===== src/rtl/buck_seq_pkg.sv =====
package buck_seq_pkg;

  typedef enum logic [2:0] {
    SQ_OFF    = 3'd0,
    SQ_PRECHG = 3'd1,
    SQ_LS_ON  = 3'd2,
    SQ_DT_HS  = 3'd3,
    SQ_HS_ON  = 3'd4,
    SQ_DLY_LS = 3'd5
  } sq_state_t;

  // positions in the synchronizer bank
  localparam int SB_VALLEY = 0;
  localparam int SB_LSOFF  = 1;
  localparam int SB_UV     = 2;
  localparam int SB_OT     = 3;
  localparam int SB_W      = 4;

endpackage


===== src/rtl/buck_sync_bank.sv =====
module buck_sync_bank #(
  parameter int             W       = 4,
  parameter logic [W-1:0]   RST_VAL = '0
) (
  input  logic         clk,
  input  logic         rst_n,
  input  logic [W-1:0] async_i,
  output logic [W-1:0] sync_o
);

  for (genvar b = 0; b < W; b++) begin : g_bit
    logic meta_q;
    logic stab_q;

    always_ff @(posedge clk or negedge rst_n) begin
      if (!rst_n) begin
        meta_q <= RST_VAL[b];
        stab_q <= RST_VAL[b];
      end else begin
        meta_q <= async_i[b];
        stab_q <= meta_q;
      end
    end

    assign sync_o[b] = stab_q;
  end

endmodule


===== src/rtl/buck_dead_timer.sv =====
module buck_dead_timer #(
  parameter int CNT_W = 4
) (
  input  logic             clk,
  input  logic             rst_n,
  input  logic             clr_i,
  input  logic             en_i,
  output logic [CNT_W-1:0] cnt_o
);

  logic [CNT_W-1:0] cnt_q;
  logic [CNT_W-1:0] cnt_d;

  always_comb begin
    cnt_d = cnt_q;
    if (clr_i) begin
      cnt_d = '0;
    end else if (en_i) begin
      cnt_d = cnt_q + 1'b1;
    end
  end

  always_ff @(posedge clk or negedge rst_n) begin
    if (!rst_n) begin
      cnt_q <= '0;
    end else if (clr_i || en_i) begin
      cnt_q <= cnt_d;
    end
  end

  assign cnt_o = cnt_q;

endmodule


===== src/rtl/buck_seq_fsm.sv =====
module buck_seq_fsm
  import buck_seq_pkg::*;
#(
  parameter int TURN_OFF_DLY = 4,
  parameter int FB_TIMEOUT   = 16,
  parameter int CNT_W        = 5
) (
  input  logic             clk,
  input  logic             rst_n,
  input  logic             cycle_start_i,
  input  logic             pwm_off_i,
  input  logic             valley_s_i,
  input  logic             ls_off_s_i,
  input  logic             fault_s_i,
  input  logic [CNT_W-1:0] cnt_i,
  output logic             cnt_clr_o,
  output logic             cnt_en_o,
  output logic             hs_en_o,
  output logic             ls_en_o,
  output logic             err_o
);

  localparam logic [CNT_W-1:0] DLY_LAST = CNT_W'(TURN_OFF_DLY - 1);
  localparam logic [CNT_W-1:0] TMO_LAST = CNT_W'(FB_TIMEOUT - 1);

  sq_state_t state_q;
  sq_state_t state_d;
  logic      err_q;
  logic      err_set;

  always_comb begin
    state_d = state_q;
    err_set = 1'b0;
    if (fault_s_i) begin
      state_d = SQ_OFF;
    end else begin
      unique case (state_q)
        SQ_OFF:    state_d = SQ_PRECHG;
        SQ_PRECHG,
        SQ_LS_ON: begin
          if (cycle_start_i && !valley_s_i) begin
            state_d = SQ_DT_HS;
          end
        end
        SQ_DT_HS: begin
          if (ls_off_s_i) begin
            state_d = SQ_HS_ON;
          end else if (cnt_i == TMO_LAST) begin
            state_d = SQ_LS_ON;
            err_set = 1'b1;
          end
        end
        SQ_HS_ON: begin
          if (pwm_off_i) begin
            state_d = SQ_DLY_LS;
          end
        end
        SQ_DLY_LS: begin
          if (cnt_i == DLY_LAST) begin
            state_d = SQ_LS_ON;
          end
        end
        default:   state_d = SQ_OFF;
      endcase
    end
  end

  always_ff @(posedge clk or negedge rst_n) begin
    if (!rst_n) begin
      state_q <= SQ_OFF;
    end else begin
      state_q <= state_d;
    end
  end

  always_ff @(posedge clk or negedge rst_n) begin
    if (!rst_n) begin
      err_q <= 1'b0;
    end else if (err_set) begin
      err_q <= 1'b1;
    end
  end

  assign cnt_clr_o = (state_d != state_q);
  assign cnt_en_o  = !cnt_clr_o && ((state_q == SQ_DT_HS) || (state_q == SQ_DLY_LS));
  assign hs_en_o   = (state_q == SQ_HS_ON);
  assign ls_en_o   = (state_q == SQ_PRECHG) || (state_q == SQ_LS_ON);
  assign err_o     = err_q;

endmodule


===== src/rtl/buck_gate_sequencer.sv =====
module buck_gate_sequencer
  import buck_seq_pkg::*;
#(
  parameter int TURN_OFF_DLY = 4,
  parameter int FB_TIMEOUT   = 16
) (
  input  logic clk,
  input  logic rst_n,
  input  logic cycle_start_i,
  input  logic pwm_off_i,
  input  logic valley_oc_a_i,
  input  logic ls_gate_off_a_i,
  input  logic uv_fault_a_i,
  input  logic ot_fault_a_i,
  output logic hs_en_o,
  output logic ls_en_o,
  output logic fb_timeout_err_o
);

  localparam int CNT_MAX = (TURN_OFF_DLY > FB_TIMEOUT) ? TURN_OFF_DLY : FB_TIMEOUT;
  localparam int CNT_W   = $clog2(CNT_MAX + 1);
  // faults and overcurrent come out of reset asserted, feedback deasserted
  localparam logic [SB_W-1:0] SB_RST = (SB_W)'((1 << SB_VALLEY) | (1 << SB_UV) | (1 << SB_OT));

  logic [SB_W-1:0]  raw_flags;
  logic [SB_W-1:0]  syn_flags;
  logic             ocp_s;
  logic             ls_off_s;
  logic             fault_s;
  logic             cnt_clr;
  logic             cnt_en;
  logic [CNT_W-1:0] cnt;

  always_comb begin
    raw_flags            = '0;
    raw_flags[SB_VALLEY] = valley_oc_a_i;
    raw_flags[SB_LSOFF]  = ls_gate_off_a_i;
    raw_flags[SB_UV]     = uv_fault_a_i;
    raw_flags[SB_OT]     = ot_fault_a_i;
  end

  buck_sync_bank #(
    .W       (SB_W),
    .RST_VAL (SB_RST)
  ) u_sync (
    .clk     (clk),
    .rst_n   (rst_n),
    .async_i (raw_flags),
    .sync_o  (syn_flags)
  );

  assign ocp_s    = syn_flags[SB_VALLEY];
  assign ls_off_s = syn_flags[SB_LSOFF];
  assign fault_s  = syn_flags[SB_UV] | syn_flags[SB_OT];

  buck_dead_timer #(
    .CNT_W (CNT_W)
  ) u_timer (
    .clk   (clk),
    .rst_n (rst_n),
    .clr_i (cnt_clr),
    .en_i  (cnt_en),
    .cnt_o (cnt)
  );

  buck_seq_fsm #(
    .TURN_OFF_DLY (TURN_OFF_DLY),
    .FB_TIMEOUT   (FB_TIMEOUT),
    .CNT_W        (CNT_W)
  ) u_fsm (
    .clk           (clk),
    .rst_n         (rst_n),
    .cycle_start_i (cycle_start_i),
    .pwm_off_i     (pwm_off_i),
    .valley_s_i    (ocp_s),
    .ls_off_s_i    (ls_off_s),
    .fault_s_i     (fault_s),
    .cnt_i         (cnt),
    .cnt_clr_o     (cnt_clr),
    .cnt_en_o      (cnt_en),
    .hs_en_o       (hs_en_o),
    .ls_en_o       (ls_en_o),
    .err_o         (fb_timeout_err_o)
  );

endmodule


===== config.mk =====
export PLATFORM = sky130hd
export DESIGN_NAME = buck_gate_sequencer
export DESIGN_NICKNAME = d
export VERILOG_FILES = /design/src/rtl/buck_seq_pkg.sv /design/src/rtl/buck_sync_bank.sv /design/src/rtl/buck_dead_timer.sv /design/src/rtl/buck_seq_fsm.sv /design/src/rtl/buck_gate_sequencer.sv
export SDC_FILE = /design/constraint.sdc
export NUM_CORES = 1
export LEC_CHECK = 0
export CORE_MARGIN = 10
export CORE_UTILIZATION = 50
export DETAILED_ROUTE_END_ITERATION = 12
export HOLD_SLACK_MARGIN = 0.02
export PLACE_DENSITY = 0.73
export SLEW_MARGIN = 25
export SYNTH_ARGS = -nofsm -noshare
export SYNTH_HDL_FRONTEND = slang
export SYNTH_SLANG_ARGS = --single-unit

===== constraint.sdc =====
create_clock -name clk -period 3.65 [get_ports clk]
set_input_delay 0.9125 -clock clk [delete_from_list [all_inputs] [get_ports clk]]
set_output_delay 0.9125 -clock clk [all_outputs]
set_load 0.03 [all_outputs]

After elaboration in Yosys (flattened, before gate mapping)
Index checks and enable logic that the tools add are counted.
{"block": "classes", "addsub": 1, "n_mul": 0, "div": 0, "magnitude_cmp": 0, "eq_ne": 8, "shifts": 0, "n_mux": 13, "bitwise_logic": 1, "n_reduce_logical": 11}
{"cell": "3-bit two-way mux", "n": 6}
{"cell": "3-bit case mux with 5 select lines", "n": 1}
{"cell": "5-bit two-way mux", "n": 2}
{"cell": "3-bit by 2-bit equality test with 1-bit output, second input constant", "n": 2}
{"cell": "3-bit equality test, second input constant", "n": 2}
{"cell": "5-bit by 1-bit adder with 5-bit output, second input constant", "n": 1}
{"cell": "5-bit by 2-bit equality test with 1-bit output, second input constant", "n": 1}
{"cell": "5-bit by 4-bit equality test with 1-bit output, second input constant", "n": 1}
{"cell": "1-bit two-way mux", "n": 4}
{"cell": "3-bit by 1-bit equality test with 1-bit output, second input constant", "n": 1}
{"cell": "3-bit logical NOT", "n": 1}
{"cell": "1-bit logical OR", "n": 3}
{"cell": "3-bit != test", "n": 1}
{"cell": "1-bit logical AND", "n": 2}
{"cell": "1-bit logical NOT", "n": 2}
{"cell": "2-bit AND reduction", "n": 1}
{"cell": "2-bit nonzero test", "n": 1}
{"cell": "2-bit OR reduction", "n": 1}
{"cell": "1-bit OR", "n": 1}
{"block": "totals", "register_bits": 17, "latch_bits": 0, "mem_bits_rw": 0, "mem_bits_ro": 0, "in_bits": 8, "word_cells": 45, "memories": 0}

Depth between registers and ports, before layout
Gate-level depths: netlist (run 1).
{"block": "depth", "ltp_word": 10, "mapped_depth": 6}

Hierarchy
From an unflattened synthesis (run 1), not the netlist that was laid out.
{"block": "unflattened", "hier_cells": 83, "hier_area_um2": 917.1}
{"module": "buck_seq_fsm", "instances": 1, "cells_per_inst": 48, "area_per_inst_um2": 420.4, "seq_area_each_um2": 100.1}
{"module": "buck_dead_timer", "instances": 1, "cells_per_inst": 22, "area_per_inst_um2": 252.7, "seq_area_each_um2": 125.1}
{"module": "buck_sync_bank", "instances": 1, "cells_per_inst": 12, "area_per_inst_um2": 237.7, "seq_area_each_um2": 207.7}
{"module": "buck_gate_sequencer", "instances": 1, "cells_per_inst": 1, "area_per_inst_um2": 6.3, "seq_area_each_um2": 0.0}

Worst setup path before layout (run 1)
OpenSTA, ideal clock, no wires.
{"block": "synth_timing", "path_kind": "register -> output", "start": "register u_fsm.state_q[0]", "end": "output ls_en_o", "arrival_time_ns": 1.265, "required_ns": 2.738, "setup_slack_ns": 1.473, "stages_incl_launch_ff": 5, "cell_sequence": "dfrtp_1 -> buf_2 -> buf_2 -> xnor2_1 -> nor2_1"}
{"block": "synth_between", "elab_chain_len": 2, "elab_cells_between_ends": 3, "cone_classes": "eq/ne (2); reduce/logical (1)"}
{"element": "from (decl)", "line": "buck_seq_fsm.sv:26", "rtl": "sq_state_t state_q;"}
{"element": "from (signal assigned)", "line": "buck_seq_fsm.sv:72", "rtl": "state_q <= state_d;"}
{"element": "3-bit by 1-bit equality test with 1-bit output / 3-bit by 2-bit equality test with 1-bit output (equally long branches)", "line": "buck_seq_fsm.sv:87", "rtl": "assign ls_en_o = (state_q == SQ_PRECHG) || (state_q == SQ_LS_ON);"}
{"element": "1-bit logical OR (*)", "line": "buck_seq_fsm.sv:87"}
{"element": "to (decl)", "line": "buck_gate_sequencer.sv:16", "rtl": "output logic ls_en_o,"}
Mark *: on every way between the ends. The rest lies on a longest branch, timed or not.

Worst setup path after layout (run 1)
{"block": "layout_timing", "start": "register u_fsm.state_q[2]", "end": "output hs_en_o"}
{"block": "layout_between", "elab_chain_len": 1}
{"element": "3-bit equality test", "line": "buck_seq_fsm.sv:86", "rtl": "assign hs_en_o = (state_q == SQ_HS_ON);"}
{"element": "to (decl)", "line": "buck_gate_sequencer.sv:15", "rtl": "output logic hs_en_o,"}
Every way passes these cells.

==> results of run 1 <==
[power by group through the flow]
stage	Clock [mW]	Combinational, mW	Sequential (mW)
2_1_floorplan	0	0.0181	0.203
3_3_place_gp	0	0.0290	0.207
3_5_place_dp	0	0.0295	0.207
4_1_cts	0.112	0.0296	0.204
5_1_grt	0.117	0.0321	0.205
6_report	0.109	0.0291	0.204
[cell families after synthesis]
family	after synthesis	share of synthesized area
buffers and inverters	6	0.0395
adders and majority gates	2	0.0272
AOI/OAI and AO/OA	18	0.171
xor gates and xnor gates	5	0.0476
DFF	17	0.471
and+or+nand+nor	33	0.244
[Yosys cell counts, types with 2 or more instances]
library cell  instances  share of area
nand3_1               5          0.027
or3_1                 2          0.014
a21oi_1               4          0.022
dfstp_2               6           0.17
nor3b_1               2          0.016
inv_1                 2         0.0082
nor2b_1               3          0.020
and3_1                3          0.020
buf_2                 2          0.011
xor2_1                4          0.038
ha_1                  2          0.027
a211oi_1              3          0.024
nand2_1               6          0.024
nor2_1                2         0.0082
dfrtp_1              11           0.30
[registers in the layout, summed over array words and instances (netlist names)]
| signal | count |
|---|---|
| u_timer.cnt_o | 5 |
| u_fsm.err_o | 1 |
| u_fsm.state_q | 3 |
| u_sync.g_bit.meta_q | 4 |
| u_sync.g_bit.stab_q | 4 |
[final timing paths]
path	endpoint	slack, ns	cells past startpoint
max reg2reg	u_timer.cnt_o[1]$_DFFE_PN0P_	1.65	6
min	u_sync.g_bit[0].stab_q$_DFF_PN1_	0.35	0
min in group asynchronous	u_fsm.state_q[1]$_DFF_PN0_	1.04	1
max	hs_en_o	0.68	3
min reg2reg	u_sync.g_bit[0].stab_q$_DFF_PN1_	0.35	0
max in group asynchronous	u_timer.cnt_o[0]$_DFFE_PN0P_	2.13	1
[final cells by class]
| cell class | instances | area [sq um] | share of cell area |
|---|---|---|---|
| Clock buffer | 3 | 22.5 | 0.0214 |
| Clock inverter | 1 | 7.51 | 0.00713 |
| Inverter | 2 | 7.51 | 0.00713 |
| Multi-Input combinational cell | 58 | 450 | 0.428 |
| Sequential cell | 17 | 433 | 0.411 |
| Tap cell | 25 | 31.3 | 0.0297 |
| Timing Repair Buffer | 10 | 100 | 0.0951 |
[metrics by stage]
stage | cells | total power [mW] | setup slack [ns] | hold WS, ns | utilization
after global routing | 116 | 0.354 | 0.555 | 0.372 | 0.609
final | 116 | 0.342 | 0.684 | 0.352 | 0.609
after CTS | 116 | 0.345 | 0.667 | 0.363 | 0.609
after global placement | 112 | 0.236 | 1.07 | 0.333 | 0.592
after detailed placement | 112 | 0.237 | 1.02 | 0.347 | 0.592
after floorplan | 81 | 0.221 | 1.47 | 0.331 | -
[metal layers]
layer,part of all wire,wire [microns],vias to the layer above,track usage
met5,0,0,-,0
met4,0.012,20,0,0.0335
met3,0.066,113,4,0.0430
met2,0.45,772,16,0.137
met1,0.47,809,321,0.107
li1,-,-,313,-
[critical path, stage by stage, from the launching register on]
cell             delay [ns]
dfrtp_1                0.61
nor2b_1                0.30
nor2b_1                0.16
clkdlybuf4s50_1        0.69
==> flow_summary.yaml, run 1 <==
logic_synthesis:
  synth_nets: 91
  synth_area_sq_um: 920
  yosysSeqAreaShare: 0.471
  synth_edf_count: 0
  synthCells: 81
  synth_area_per_cell_sq_um: 11.4
  async_flop_share: 1.00
  ys_ff_latch: 17
  ys.warnings.count: 0
  synth_cell_types: 39
  synth_top_flop_cell: "dfrtp_1"
place:
  gp_congestion: 0.858
  dp_hpwl_microns: 1270
  dpl_cell_area_sq_mm: 0.00102
  portBuffers: 10
critical_path:
  worstPathMaxFanout: 14
  critPathArrivalTime_ns: 2.05
  path_class: "reg -> out"
  start_kind: "flip-flop"
  r2r-start: "u_timer.cnt_o[0]$_DFFE_PN0P_"
  end_kind: "primary output"
  startpoint: "u_fsm.state_q[2]$_DFF_PN0_"
  critPathRequiredTime_ns: 2.74
cells_and_area:
  n_antenna_cell: 0
  area.growth.synth_to_final_pct: 14.4
  fin_nets: 102
  fillCellCount: 143
  final_cell_mix: "dfrtp_1, clkdlybuf4s50_1, nand2_1, dfstp_2, nand3_1"
  drive_gt1_frac: 0.209
  stdcell_area_sq_mm: 0.00105
  final_common_cell: "dfrtp_1"
global_routing:
  grt_pass1_wl_microns: 2960
  grt_max_degree: 25
  grt_antenna_before_repair: 0
  grtUsageTotal: 0.0902
  grt_pass1_vias: 655
  globalRouteOverflowTotal: 0
clock_network:
  cts.htree.levels: 1
  cts_resized: 0
  cts-root-buf: "clkbuf_4"
  cts_buffers: 3
  clock_latency_ns: 0.31
  cts_buffer_depth: 2
  tritoncts: "yes"
  clock-sinks: 17
  path_clk_slew_ns: 0.12
  cts_setup_buffers: 0
  ctsHoldBuffers: 0
detailed_routing:
  drc: 0
  first_pass_iters: 4
  vias_per_cell: 5.64
  postRouteWirelength_microns: 1720
  drt_iter0_markers: 10
  vias: 654
  postRouteAntennaNets: 0
  wire_per_inst_microns: 14.8
sta:
  tightest_slew_ns: 0.757
  finalMaxSlewViolations: 0
  maxSlewHeadroom: 0.494
  setup_viol: 0
  period_share: 0.813
  final.setup_skew_ns: 0.0127
  hold_viol_final: 0
  grt_setup_unrepaired: "no"
  tns_ns: 0
  layout_min_cycle_time_ns: 2.97
  fmax_mhz: 337
power:
  powerDensity_mw_per_mm2: 325
  switchingPower_mw: 0.0889
  comb_power_share: 0.085
  vdd_ir_drop_max_v: 0.000265
  p_leak_nw: 0.408
  sw_frac_of_total: 0.260
  power.internal_mw: 0.253
  power.clock.fraction: 0.318
  seqPwrFrac: 0.597
floorplanning:
  io_pins: 11
  core_sq_mm: 0.00173
  die_height_microns: 62.9
  rows: 15
  start_util: 0.533
  die_x_microns: 62.9
  dieArea_sq_mm: 0.00395
outcome:
  status: "finished clean"
min_path:
  hold_path_class: "reg -> reg"
  hold_start: "u_sync.g_bit[0].meta_q$_DFF_PN1_"
flow_run:
  cap_violations: 0
Note: power is estimated with default switching activity, not from simulation.
==> run 2, diff against run 1 <==
- CORE_UTILIZATION: 50 -> 48
- clock period: 3.65 -> 2.52 ns (I/O delays scaled with it)
==> run 2 against run 1 <==
Effect of this change: register-to-register slack got worse by 1.1 ns; clock-buffer cell count up 1; sequential share of layout area decreased by 1.1 points; utilization rose by 0.33 points; die area grew 2.8%; global-route usage about the same; first-iteration DRC count rose by 100%; critical path depth unchanged; largest power group unchanged; via count grew 1.5%; combinational power rose by 75%.
==> flow_summary.yaml, run 2 (synthesis results as in run 1) <==
power:
  vdd_ir_drop_max_v: 0.000329
  p_total_mw: 0.485
  p_leak_nw: 0.449
  powerDensity_mw_per_mm2: 449
sta:
  maxSlewHeadroom: 0.511
  grt_setup_unrepaired: "no"
  fmax_mhz: 444
  tns_ns: 0
  layout_min_cycle_time_ns: 2.25
  setup_viol: 0
  finalMaxSlewViolations: 0
  hold_viol_final: 0
  tightest_slew_ns: 0.731
  period_share: 0.894
  final.setup_skew_ns: 0.00494
detailed_routing:
  wire_per_inst_microns: 14.9
  drt_iter0_markers: 20
  postRouteAntennaNets: 0
  first_pass_iters: 4
  highest_layer: "met4"
  vias_per_cell: 5.53
  wl_met3_microns: 70
  wirelength_met1_microns: 889
  drc: 0
  vias: 664
  dr_wl_met2_microns: 806
  postRouteWirelength_microns: 1790
min_path:
  hold_path_class: "reg -> reg"
  holdPathEnd: "u_sync.g_bit[1].stab_q$_DFF_PN0_"
  whs_path_depth: 0
  hold_start: "u_sync.g_bit[1].meta_q$_DFF_PN0_"
floorplanning:
  core_sq_mm: 0.00176
  dieArea_sq_mm: 0.00407
  start_util: 0.521
  rows: 15
  io_pins: 11
  die_height_microns: 63.8
  die_x_microns: 63.8
cells_and_area:
  area.growth.synth_to_final_pct: 17.6
  final_cell_mix: "dfrtp_1, clkdlybuf4s50_1, nand2_1, dfstp_2, nand3_1"
  largest_reg_flops: 5
  n_antenna_cell: 0
  fin_nets: 106
  final_common_cell: "dfrtp_1"
  drive_gt1_frac: 0.232
clock_network:
  cts_buffers: 3
  cts_setup_buffers: 0
  cts-root-buf: "clkbuf_4"
  cts_buffer_depth: 2
  clock_latency_ns: 0.29
  tritoncts: "yes"
  path_clk_slew_ns: 0.10
  clock-sinks: 17
  cts_resized: 0
  cts.htree.levels: 1
  ctsHoldBuffers: 0
critical_path:
  critPathArrivalTime_ns: 1.62
  worstPathMaxFanout: 13
  r2r-start: "u_timer.cnt_o[0]$_DFFE_PN0P_"
  r2r_slack_ns: 0.54
  path_cells: "buf_4 -> nor2_1 -> clkdlybuf4s50_1"
  cpMaxStageDelayCell: "clkdlybuf4s50_1"
  end_kind: "primary output"
  crit_path_max_incr_delay_ns: 0.67
  path_class: "reg -> out"
  reg2reg_to: "u_timer.cnt_o[1]$_DFFE_PN0P_"
  reg2reg_depth: 6
  critPathRequiredTime_ns: 1.89
  start_kind: "flip-flop"
global_routing:
  grt_max_degree: 18
  grt_antenna_before_repair: 0
  grt_pass1_vias: 664
  globalRouteOverflowTotal: 0
  grtUsageTotal: 0.0905
  grt_pass1_wl_microns: 3040
flow_run:
  cap_violations: 0
place:
  portBuffers: 10
  dp_hpwl_microns: 1320
  gp_congestion: 0.828
outcome:
  status: "finished clean"
==> run 2: report_power, final <==
| group | internal [mW] | total (mW) | switching (mW) | leakage, nW |
|---|---|---|---|---|
| clock network | 0.0615 | 0.144 | 0.0828 | 0.0150 |
| logic | 0.0239 | 0.0508 | 0.0268 | 0.223 |
| registers | 0.284 | 0.290 | 0.00589 | 0.211 |
==> run 2: how the worst max path moves through the flow <==
stage	start	endpoint	slack, ns	cells after the start
3_3_place_gp	cycle_start_i	u_timer.cnt_o[0]$_DFFE_PN0P_	0.41	5
3_5_place_dp	u_fsm.state_q[1]$_DFF_PN0_	hs_en_o	0.39	3
5_1_grt	u_fsm.state_q[2]$_DFF_PN0_	ls_en_o	0.18	3
2_1_floorplan	u_fsm.state_q[0]$_DFF_PN0_	ls_en_o	0.63	4
6_report	u_fsm.state_q[2]$_DFF_PN0_	ls_en_o	0.27	3
4_1_cts	u_fsm.state_q[1]$_DFF_PN0_	hs_en_o	0.06	3
==> run 2: through the flow <==
stage | instances | utilization | cell area (sq um) | setup slack [ns] | hold slack (ns)
CTS | 120 | 0.611 | 1080 | 0.0572 | 0.358
finish | 120 | 0.613 | 1080 | 0.266 | 0.357
floorplan | 81 | - | 920 | 0.625 | 0.331
global placement | 116 | 0.596 | 1050 | 0.405 | 0.332
detailed placement | 116 | 0.596 | 1050 | 0.391 | 0.337
global route | 120 | 0.613 | 1080 | 0.178 | 0.372
==> run 2: area by class of cell <==
| class | count | area (sq um) |
|---|---|---|
| sequential | 17 | 433 |
| clock buffer | 4 | 26.3 |
| inverter | 2 | 7.51 |
| multi-input combinational | 58 | 450 |
| timing repair buffer | 14 | 133 |
| tap | 25 | 31.3 |
| fill | 162 | 683 |
==> run 2: per-layer routing <==
metal	vias up	global-route usage
met4	0	0.0328
met5	-	0
met1	320	0.121
li1	324	-
met2	16	0.133
met3	4	0.0279
==> run 2: critical path: cells and delay by family (launching register included) <==
family / cells / cell delay (ns)
DFF: 1 / 0.38
buffers and inverters: 2 / 0.85
and+or+nand+nor: 1 / 0.10
==> run 3, diff against run 2 <==
- MAX_ROUTING_LAYER: not set -> met4
==> run 3 against run 2 <==
Effect of this change: first-iteration DRC count up 5.0%; utilization is the same; global-route usage is 0.27 points higher; fmax hardly changed; largest cell class unchanged.
==> flow_summary.yaml, run 3 (synthesis results as in run 1) <==
cells_and_area:
  area.growth.synth_to_final_pct: 17.6
  largest_reg_flops: 5
  drive_gt1_frac: 0.232
  fin_nets: 106
  layout.cells.non_filler: 120
  final_cell_mix: "dfrtp_1, clkdlybuf4s50_1, nand2_1, dfstp_2, nand3_1"
  final_common_cell: "dfrtp_1"
  utilization: 0.613
  n_antenna_cell: 0
  stdcell_area_sq_mm: 0.00108
sta:
  final.setup_skew_ns: 0.00171
  finalMaxSlewViolations: 0
  tightest_slew_ns: 0.735
  grt_setup_unrepaired: "no"
  tns_ns: 0
  period_share: 0.894
  fmax_mhz: 444
  hold_slack_ns: 0.360
  setup_viol: 0
  hold_viol_final: 0
  layout_min_cycle_time_ns: 2.25
  maxSlewHeadroom: 0.509
  setup_ws_ns: 0.267
power:
  comb_power_share: 0.104
  powerDensity_mw_per_mm2: 450
  vdd_ir_drop_max_v: 0.000330
  p_leak_nw: 0.449
  power.clock.fraction: 0.299
  power.internal_mw: 0.370
  p_total_mw: 0.487
  seqPwrFrac: 0.597
  sw_frac_of_total: 0.240
  switchingPower_mw: 0.117
global_routing:
  globalRouteOverflowTotal: 0
  grt_pass1_wl_microns: 3040
  grt_pass1_vias: 665
  grtUsageTotal: 0.0932
  grt_antenna_before_repair: 0
  grt_max_degree: 18
place:
  pre_cts_slack_ns: 0.391
  post-place-cells: 116
  portBuffers: 10
  dp_hpwl_microns: 1320
  gp_congestion: 0.841
  dpl_cell_area_sq_mm: 0.00105
critical_path:
  start_kind: "flip-flop"
  end_kind: "primary output"
  critPathRequiredTime_ns: 1.89
  critPathArrivalTime_ns: 1.62
  path_cells: "buf_4 -> nor2_1 -> clkdlybuf4s50_1"
  cpMaxStageDelayCell: "clkdlybuf4s50_1"
  crit_path_max_incr_delay_ns: 0.67
  path_class: "reg -> out"
  worstPathMaxFanout: 13
detailed_routing:
  postRouteAntennaNets: 0
  drt_iter0_markers: 21
  vias: 658
  wire_per_inst_microns: 15.0
  first_pass_iters: 4
  postRouteWirelength_microns: 1800
  drc: 0
  vias_per_cell: 5.48
floorplanning:
  io_pins: 11
  rows: 15
  die_x_microns: 63.8
  core_sq_mm: 0.00176
  die_height_microns: 63.8
  start_util: 0.521
  dieArea_sq_mm: 0.00407
clock_network:
  clock-sinks: 17
  path_clk_slew_ns: 0.10
  cts-root-buf: "clkbuf_4"
  cts_buffers: 3
  cts_buffer_depth: 2
  clock_latency_ns: 0.28
  ctsHoldBuffers: 0
  tritoncts: "yes"
  cts.htree.levels: 1
min_path:
  hold_path_class: "reg -> reg"
outcome:
  status: "finished clean"
flow_run:
  cap_violations: 0
==> run 3: timing repair <==
action,in CTS,in global routing
resized for setup,0,1
setup buffers,0,0
setup endpoints to repair,0,1
==> run 3: power by group through the flow <==
stage               Sequential, mW  Combinational (mW)  Clock (mW)
global route                 0.291              0.0554       0.163
CTS                          0.290              0.0513       0.147
finish                       0.290              0.0506       0.146
global placement             0.294              0.0504           0
floorplan                    0.294              0.0262           0
detailed placement           0.295              0.0511           0
==> run 3: final cells by class <==
class	count	area, sq um
clock buffers	4	26.3
fillers	162	683
well taps	25	31.3
repair buffers	14	133
inverters	2	7.51
multi-input cells	58	450
flip-flops and latches	17	433
==> run 3: critical path, delay by kind of cell (launching register included) <==
family / cells / cell delay, ns
buf+inv: 2 / 0.85
flops: 1 / 0.38
simple gates: 1 / 0.10
==> run 3: final timing paths <==
path	start	endpoint	slack [ns]	cells past startpoint
hold reg to reg	u_sync.g_bit[3].meta_q$_DFF_PN1_	u_sync.g_bit[3].stab_q$_DFF_PN1_	0.36	0
setup / recovery	u_fsm.state_q[2]$_DFF_PN0_	ls_en_o	0.27	3
hold / removal	u_sync.g_bit[3].meta_q$_DFF_PN1_	u_sync.g_bit[3].stab_q$_DFF_PN1_	0.36	0
max in group asynchronous	rst_n	u_fsm.state_q[1]$_DFF_PN0_	1.29	1
setup reg to reg	u_timer.cnt_o[0]$_DFFE_PN0P_	u_timer.cnt_o[1]$_DFFE_PN0P_	0.54	6
min in group asynchronous	rst_n	u_sync.g_bit[1].stab_q$_DFF_PN0_	0.77	1
==> run 3: per-layer routing <==
metal | GRT usage | vias to the layer above | share of wire | wire, microns
li1 | - | 324 | - | -
met1 | 0.123 | 318 | 0.51 | 916
met2 | 0.133 | 14 | 0.45 | 815
met3 | 0.0244 | 2 | 0.030 | 54
met4 | 0.0328 | 0 | 0.0067 | 12
met5 | - | - | 0 | 0
